--- src/rtl/fdc_host_pkg.sv ---
`timescale 1ns/1ps
package fdc_host_pkg;

    typedef enum logic [1:0] {
        ACC_IDLE   = 2'd0,
        ACC_WRITE  = 2'd1,
        ACC_COMMIT = 2'd2,
        ACC_READ   = 2'd3
    } acc_state_t;

    // register offsets (decoded by neighbours' software)
    localparam int OFS_STAT_A   = 0;
    localparam int OFS_OUT_CTL  = 2;
    localparam int OFS_RATE_SEL = 4;
    localparam int OFS_IN_CFG   = 7;

    // rate codes
    localparam logic [1:0] RATE_500K = 2'b00;
    localparam logic [1:0] RATE_300K = 2'b01;
    localparam logic [1:0] RATE_250K = 2'b10;
    localparam logic [1:0] RATE_1M   = 2'b11;

    localparam int STAT_A_DRV2_BIT = 6;
    localparam int OUT_CTL_DMA_BIT = 3;

    function automatic logic is_high_density(input logic [1:0] code);
        return (code == RATE_500K) || (code == RATE_1M);
    endfunction

endpackage

--- src/rtl/fdc_access_fsm.sv ---
`timescale 1ns/1ps
module fdc_access_fsm
    import fdc_host_pkg::*;
#(
    parameter int DATA_W = 8,
    parameter int ADDR_W = 3
) (
    input  logic              clk,
    input  logic              rst_n,
    input  logic              reg_qual,
    input  logic              rd_n,
    input  logic              wr_n,
    input  logic [ADDR_W-1:0] addr,
    input  logic [DATA_W-1:0] din,
    output logic              commit,
    output logic [ADDR_W-1:0] commit_addr,
    output logic [DATA_W-1:0] commit_data,
    output logic              rd_oe
);

    acc_state_t state, state_nxt;
    logic       capture;

    // state register
    always_ff @(posedge clk or negedge rst_n) begin
        if (!rst_n) state <= ACC_IDLE;
        else        state <= state_nxt;
    end

    // next state
    always_comb begin
        state_nxt = state;
        unique case (state)
            ACC_IDLE: begin
                if (reg_qual && !wr_n)      state_nxt = ACC_WRITE;  // START_WRITE
                else if (reg_qual && !rd_n) state_nxt = ACC_READ;   // START_READ
            end
            ACC_WRITE: begin
                if (wr_n)           state_nxt = ACC_COMMIT;         // STROBE_RISE
                else if (!reg_qual) state_nxt = ACC_IDLE;           // ABORT
            end
            ACC_COMMIT: state_nxt = ACC_IDLE;                       // RETIRE
            ACC_READ: begin
                if (rd_n || !reg_qual) state_nxt = ACC_IDLE;        // READ_END
            end
        endcase
    end

    // outputs
    always_comb begin
        commit  = (state == ACC_COMMIT);
        rd_oe   = (state == ACC_READ) && !rd_n && reg_qual;
        capture = reg_qual && !wr_n &&
                  ((state == ACC_IDLE) || (state == ACC_WRITE));
    end

    // address and data held from the last low-strobe cycle
    always_ff @(posedge clk or negedge rst_n) begin
        if (!rst_n) begin
            commit_addr <= '0;
            commit_data <= '0;
        end else if (capture) begin
            commit_addr <= addr;
            commit_data <= din;
        end
    end

    // a commit follows a strobe sampled low then high
    a_r2_commit_after_rise: assert property (@(posedge clk) disable iff (!rst_n)
        commit |-> ($past(wr_n) && !$past(wr_n, 2)));

    // no bus drive outside a low read strobe
    a_r9_oe_needs_strobe: assert property (@(posedge clk) disable iff (!rst_n)
        rd_oe |-> !rd_n);

endmodule

--- src/rtl/fdc_host_regs.sv ---
`timescale 1ns/1ps
module fdc_host_regs
    import fdc_host_pkg::*;
#(
    parameter int DATA_W = 8,
    parameter int ADDR_W = 3,
    parameter int RATE_W = 2
) (
    input  logic              clk,
    input  logic              rst_n,
    input  logic              commit,
    input  logic [ADDR_W-1:0] commit_addr,
    input  logic [DATA_W-1:0] commit_data,
    input  logic [ADDR_W-1:0] rd_addr,
    input  logic              gated_dma_mode,
    input  logic              door_changed,
    input  logic              second_drive,
    output logic [DATA_W-1:0] out_ctl,
    output logic [RATE_W-1:0] rate,
    output logic [DATA_W-1:0] rd_data
);

    localparam logic [ADDR_W-1:0] A_STAT = ADDR_W'(OFS_STAT_A);
    localparam logic [ADDR_W-1:0] A_OUT  = ADDR_W'(OFS_OUT_CTL);
    localparam logic [ADDR_W-1:0] A_RATE = ADDR_W'(OFS_RATE_SEL);
    localparam logic [ADDR_W-1:0] A_CFG  = ADDR_W'(OFS_IN_CFG);

    logic hit_out, hit_rate;

    always_comb begin
        hit_out  = commit && (commit_addr == A_OUT);
        hit_rate = commit && ((commit_addr == A_RATE) || (commit_addr == A_CFG));
    end

    // one shared rate value: whichever register was written last wins
    always_ff @(posedge clk or negedge rst_n) begin
        if (!rst_n) begin
            out_ctl <= '0;
            rate    <= '0;
        end else begin
            if (hit_out)  out_ctl <= commit_data;
            if (hit_rate) rate    <= commit_data[RATE_W-1:0];
        end
    end

    always_comb begin
        rd_data = '0;
        case (rd_addr)
            A_STAT: if (!gated_dma_mode) rd_data[STAT_A_DRV2_BIT] = second_drive;
            A_OUT:  rd_data = out_ctl;
            A_CFG:  rd_data[DATA_W-1] = door_changed;
            default: rd_data = '0;
        endcase
    end

    // rate holds unless a commit lands
    a_r5_rate_hold: assert property (@(posedge clk) disable iff (!rst_n)
        !commit |=> $stable(rate));

    // output control only changes after a commit
    a_r2_ctl_hold: assert property (@(posedge clk) disable iff (!rst_n)
        !commit |=> $stable(out_ctl));

endmodule

--- src/rtl/fdc_drive_pins.sv ---
`timescale 1ns/1ps
module fdc_drive_pins
    import fdc_host_pkg::*;
#(
    parameter int NUM_DRIVES = 4,
    parameter int RATE_W     = 2,
    localparam int SEL_W     = $clog2(NUM_DRIVES)
) (
    input  logic                  clk,
    input  logic                  rst_n,
    input  logic [SEL_W-1:0]      sel_code,
    input  logic [NUM_DRIVES-1:0] motor_bits,
    input  logic                  dma_bit,
    input  logic [RATE_W-1:0]     rate,
    input  logic                  gated_dma_mode,
    input  logic                  drv_type_strap,
    input  logic                  dens_ovr_en,
    input  logic                  dens_ovr_val,
    input  logic                  seek_dir,
    input  logic                  xfer_active,
    input  logic                  fifo_req,
    output logic [NUM_DRIVES-1:0] drv_sel,
    output logic [NUM_DRIVES-1:0] motor_on,
    output logic                  dma_en,
    output logic                  dma_req,
    output logic                  hd_sel,
    output logic                  step_dir
);

    logic high_dens;

    generate
        for (genvar i = 0; i < NUM_DRIVES; i++) begin : g_sel
            assign drv_sel[i]  = (sel_code == SEL_W'(i)) && motor_bits[i];
            assign motor_on[i] = motor_bits[i];

            // a selected drive always has its motor enabled
            a_r3_sel_has_motor: assert property (@(posedge clk) disable iff (!rst_n)
                drv_sel[i] |-> motor_on[i]);
        end
    endgenerate

    always_comb begin
        dma_en    = gated_dma_mode ? dma_bit : 1'b1;
        dma_req   = fifo_req && dma_en;
        high_dens = is_high_density(rate[1:0]);
        if (dens_ovr_en)         hd_sel = dens_ovr_val;
        else if (drv_type_strap) hd_sel = high_dens;
        else                     hd_sel = !high_dens;
        step_dir  = xfer_active ? 1'b0 : seek_dir;
    end

    // at most one drive selected
    a_r3_sel_onehot: assert property (@(posedge clk) disable iff (!rst_n)
        $onehot0(drv_sel));

    // request never without source and enable
    a_r4_req_gated: assert property (@(posedge clk) disable iff (!rst_n)
        dma_req |-> (fifo_req && (!gated_dma_mode || dma_bit)));

    // direction idle during transfers
    a_r11_dir_idle: assert property (@(posedge clk) disable iff (!rst_n)
        xfer_active |-> !step_dir);

endmodule

--- src/rtl/fdc_host_ctrl.sv ---
`timescale 1ns/1ps
module fdc_host_ctrl
    import fdc_host_pkg::*;
#(
    parameter int DATA_W     = 8,
    parameter int ADDR_W     = 3,
    parameter int NUM_DRIVES = 4,
    parameter int RATE_W     = 2
) (
    input  logic                  clk,
    input  logic                  rst_n,
    input  logic                  host_sel_n,
    input  logic                  rd_n,
    input  logic                  wr_n,
    input  logic [ADDR_W-1:0]     addr,
    input  logic [DATA_W-1:0]     din,
    output logic [DATA_W-1:0]     dout,
    output logic                  dout_oe,
    input  logic                  dma_ack_n,
    output logic                  dma_req,
    output logic                  dma_rd,
    output logic                  dma_wr,
    input  logic                  fifo_req,
    input  logic                  gated_dma_mode,
    input  logic                  drv_type_strap,
    input  logic                  dens_ovr_en,
    input  logic                  dens_ovr_val,
    input  logic                  door_changed,
    input  logic                  second_drive,
    input  logic                  seek_dir,
    input  logic                  xfer_active,
    output logic [NUM_DRIVES-1:0] drv_sel,
    output logic [NUM_DRIVES-1:0] motor_on,
    output logic [RATE_W-1:0]     rate_out,
    output logic                  hd_sel,
    output logic                  step_dir
);

    localparam int SEL_W     = $clog2(NUM_DRIVES);
    localparam int MOTOR_LSB = DATA_W - NUM_DRIVES;

    logic              dma_en, dma_ack_act, reg_qual;
    logic              commit, rd_oe;
    logic [ADDR_W-1:0] commit_addr;
    logic [DATA_W-1:0] commit_data, out_ctl, rd_data;

    always_comb begin
        dma_ack_act = !dma_ack_n && dma_en;
        reg_qual    = !host_sel_n && !dma_ack_act;
        dma_rd      = dma_ack_act && !rd_n;
        dma_wr      = dma_ack_act && !wr_n;
        dout_oe     = rd_oe;
        dout        = rd_oe ? rd_data : '0;
    end

    fdc_access_fsm #(.DATA_W(DATA_W), .ADDR_W(ADDR_W)) i_fsm (
        .clk(clk), .rst_n(rst_n), .reg_qual(reg_qual), .rd_n(rd_n), .wr_n(wr_n),
        .addr(addr), .din(din), .commit(commit), .commit_addr(commit_addr),
        .commit_data(commit_data), .rd_oe(rd_oe)
    );

    fdc_host_regs #(.DATA_W(DATA_W), .ADDR_W(ADDR_W), .RATE_W(RATE_W)) i_regs (
        .clk(clk), .rst_n(rst_n), .commit(commit), .commit_addr(commit_addr),
        .commit_data(commit_data), .rd_addr(addr), .gated_dma_mode(gated_dma_mode),
        .door_changed(door_changed), .second_drive(second_drive),
        .out_ctl(out_ctl), .rate(rate_out), .rd_data(rd_data)
    );

    fdc_drive_pins #(.NUM_DRIVES(NUM_DRIVES), .RATE_W(RATE_W)) i_pins (
        .clk(clk), .rst_n(rst_n),
        .sel_code(out_ctl[SEL_W-1:0]),
        .motor_bits(out_ctl[MOTOR_LSB +: NUM_DRIVES]),
        .dma_bit(out_ctl[OUT_CTL_DMA_BIT]),
        .rate(rate_out), .gated_dma_mode(gated_dma_mode),
        .drv_type_strap(drv_type_strap), .dens_ovr_en(dens_ovr_en),
        .dens_ovr_val(dens_ovr_val), .seek_dir(seek_dir), .xfer_active(xfer_active),
        .fifo_req(fifo_req), .drv_sel(drv_sel), .motor_on(motor_on),
        .dma_en(dma_en), .dma_req(dma_req), .hd_sel(hd_sel), .step_dir(step_dir)
    );

    // bus driven only under a low chip select and read strobe
    a_r9_oe_port_qual: assert property (@(posedge clk) disable iff (!rst_n)
        dout_oe |-> (!host_sel_n && !rd_n));

    // an acknowledged DMA cycle never drives register data
    a_r10_dma_no_bus: assert property (@(posedge clk) disable iff (!rst_n)
        (dma_rd || dma_wr) |-> !dout_oe);

endmodule

--- config.mk ---
export PLATFORM = sky130hd
export DESIGN_NAME = fdc_host_ctrl
export DESIGN_NICKNAME = d
export VERILOG_FILES = /design/src/rtl/fdc_host_pkg.sv /design/src/rtl/fdc_access_fsm.sv /design/src/rtl/fdc_host_regs.sv /design/src/rtl/fdc_drive_pins.sv /design/src/rtl/fdc_host_ctrl.sv
export SDC_FILE = /design/constraint.sdc
export NUM_CORES = 1
export LEC_CHECK = 0
export ABC_AREA = 1
export BUFFER_PORTS_ARGS = -buffer_cell sky130_fd_sc_hd__buf_2
export CORE_AREA = 2 2 69 71
export DETAILED_ROUTE_END_ITERATION = 6
export DIE_AREA = 0 0 71 73
export PLACE_DENSITY = 0.64
export SYNTH_ARGS = -nofsm -noshare
export SYNTH_HDL_FRONTEND = slang
export SYNTH_SLANG_ARGS = --single-unit
--- constraint.sdc ---
create_clock -name clk -period 2.1 [get_ports clk]
set_clock_uncertainty 0.2 [all_clocks]
set_input_delay 0.42 -clock clk [delete_from_list [all_inputs] [get_ports clk]]
set_output_delay 0.42 -clock clk [all_outputs]
set_load 0.05 [all_outputs]
==> reports/qor.txt <==
Status: complete, but fails checks
Violated checks: negative setup slack
Largest net degree at the start of global routing: 24
Logic pwr share: 43.9%
Vias: 1223
Top cells by count, synth: nand2_1, inv_1, dfrtp_1
Dpl ws: 0.1563 ns
Post-DP HPWL: 2210 um
Top-area cell type share of the netlist area: 43.56%
Residual DRC: 0
Core ar.: 4536 sq um
Crit end category: output pin
Ant diodes: 0
Seq/Total Area, Yosys: 43.56%
Internal: 0.9265 mW
Nets: 248
Sequential Power Share: 39.8%
Share of layout cells above drive strength 1: 41.63%
Die W: 71 um
Num rows: 25
CP Launch Type: flop
WL/cell: 11.24 um
Final ANT Viol Nets: 0
Top Ports: 50
Biggest area consumer among synthesized cells: dfrtp_1
Overflow left after global routing: 0
FF+latch count, synth: 23
CTS Buffer Depth: 2
RSZ-0062 raised after global routing: yes
Pre-antenna DRT Iters: 4
Leading cell type by number of instances after synthesis: nand2_1
Detailed Route WL: 3091 um
Worst Hold Class: in2reg
Cells along the critical path: inv_2 -> nand2_4 -> nand2_4 -> nand3_4 -> buf_12 -> nor3_1 -> buf_4
Ys flop type: dfrtp_1
Hold_ws: 0.2036 ns
Max incr delay on CP: 0.40 ns
Final Worst Setup Slack: -0.008218 ns
GRT Total Usage: 11.47%
Hold Path Stages: 3
Post-Synth Simple-Gate Area: 34.00%
PwrDens: 904.3 nW/um^2
Port Buffers: 49
Die height: 73 um
Worst EP arrival: 1.49 ns
Net Sw Frac: 44.33%
Vias in the first global route: 1055
Clk root buf: clkbuf_8
Initial Util: 29.13%
Area fraction in compound gates after synthesis: 8.617%
Largest family of logic cells by synthesized area: simple AND/OR/NAND/NOR gates
Max-cap violations: 0
GP Congestion: 0.7338
Full die area: 5183 sq um
Sw power: 0.7379 mW
Slew margin rel.: 66.65%
Fillers: 460
Worst Setup Path Type: reg2out
Adder-cell share of the synthesized area: 0%
Synth Warn #: 0
Post-synth EDFFs: 0
Final min period: 2.108 ns
CTS tree: done
Post-synth ARST share: 100.0%
CP max FO: 5
Slew at the pin closest to its max-slew limit: 0.5002 ns
Fin area: 1841 sq um
Clk pin slew, worst setup/hold paths: 0.08 ns
Routed vias/inst: 4.447
Synth Cell Area: 1321 sq um
CTS Sinks: 23
Leakage power: 0.9987 nW
Worst r2r path cells: 4
First DRT Iteration DRCs: 33
Avg Inst Size Synth: 8.057 sq um
Initial antenna violation count: 0
Fmax: 474.3 MHz
Clk pwr share: 16.3%
Final setup fails: 1
Max Transition Viols Final: 0
CTS Buf Count: 3
Distinct cells, synth: 28
Clk_lat worst skew: 0.26 ns
Dpl cell area: 1612 sq um
Area grow syn2layout: 39.30%
Final Cycle Share: 100.4%
Syn Inst Count: 164
H-tree depth: 1
Peak supply drop: 331.5 uV
First-pass GRT wire length: 4774 um
Post-synthesis mux area share: 0%
Xor/xnor cell area share of the yosys netlist: 1.326%
Fin. Hold Viols: 0
Most used cell, CP: nand2_4
Synth top area cells: dfrtp_1, nand2_1, inv_1, nand4_1, o21ai_2
Slowest cell on the critical path: dfrtp_1
Critical Path RT: 1.48 ns
Synthesized Nets: 190
[cell families after synthesis]
family,Yosys count
AOI/OAI and AO/OA,15
and+or+nand+nor,88
xor gates and xnor gates,2
buffers and inverters,36
DFF,23
[power groups by stage]
stage / clock network, mW / logic, mW / registers [mW]
2_1_floorplan: 0 / 0.501 / 0.716
3_3_place_gp: 0 / 0.666 / 0.671
3_5_place_dp: 0 / 0.677 / 0.674
6_report: 0.271 / 0.730 / 0.663
5_1_grt: 0.290 / 0.799 / 0.684
4_1_cts: 0.277 / 0.686 / 0.662
[per-stage QoR]
stage               setup TNS, ns  total power [mW]  utilization [%]  cells
CTS                             0             1.626            37.24    267
floorplan                  -1.734             1.217                -    164
global route              -0.2975             1.773            40.58    275
detailed placement              0             1.351            35.53    261
global placement                0             1.336            35.53    261
finish                  -0.008218             1.664            40.58    275
[worst max-delay path: cells and delay by family (launching register included)]
| kind | cells | cell delay [ns] |
|---|---|---|
| AND/OR/NAND/NOR | 4 | 0.36 |
| buffers and inverters | 3 | 0.46 |
| flip-flops | 1 | 0.40 |
[flip-flops by register name, indices dropped and copies added, names as in the netlist]
name,count
i_regs.rate,2
i_fsm.state,2
i_fsm.commit_addr,3
i_fsm.commit_data,8
i_regs.out_ctl,8
[routing by layer]
| layer | vias to the layer above | track usage, % | part of all wire (%) |
|---|---|---|---|
| li1 | 637 | - | - |
| met1 | 551 | 16.01 | 48 |
| met2 | 33 | 18.38 | 48 |
| met3 | 2 | 0.8287 | 3.7 |
| met4 | 0 | 5.031 | 1.0 |
| met5 | - | 0 | 0 |
[final timing paths]
check | end | startpoint | slack [ns]
max | dout[0] | i_regs.out_ctl[3] | -0.008
min | i_fsm.commit_data[7] | din[7] | 0.20
max reg2reg | i_fsm.commit_data[4] | i_fsm.state[1] | 0.56
min reg2reg | i_fsm.commit_data[1] | i_fsm.commit_data[1] | 0.28
max in group asynchronous | i_regs.rate[0] | rst_n | 0.89
min in group asynchronous | i_regs.out_ctl[2] | rst_n | 0.47
[cells in the final DEF (no fill, tap or decap)]
master,instances
o21ai_2,8
nor3_1,1
nand2_4,2
buf_2,40
inv_2,2
o21ai_0,3
clkbuf_4,1
o211ai_1,1
a21boi_1,1
buf_12,1
xor2_1,1
nand4_1,13
nor2_4,2
nand4_4,1
inv_1,25
dfrtp_1,23
nand2_1,43
nor3b_4,1
nand3_1,3
clkbuf_1,1
nor3_2,6
dlygate4sd3_1,1
clkbuf_8,3
nor2_1,11
nor3_4,1
buf_4,12
a21oi_2,2
buf_6,7
nand2_2,1
xnor2_1,1
nand3b_1,1
nand4_2,1
nand3_4,1
[what timing repair did]
action | CTS | global route
setup buffers | 1 | 8
endpoints found under the setup margin | 8 | 9
pin swaps | 0 | 2
gates resized for setup | 6 | 23
hold endpoints to repair | 23 | 0
hold buffers | 1 | 0
[cell type report]
cell class                      count  area [sq um]  share of cell area, %
Multi-Input combinational cell    105         644.4                  35.01
Inverter                           27         101.3                  5.506
Clock buffer                        4         45.04                  2.447
Timing Repair Buffer               62         406.6                  22.09
Tap cell                           54         67.56                  3.671
Sequential cell                    23         575.6                  31.27
No activity file was read; power rests on OpenSTA's default activity.
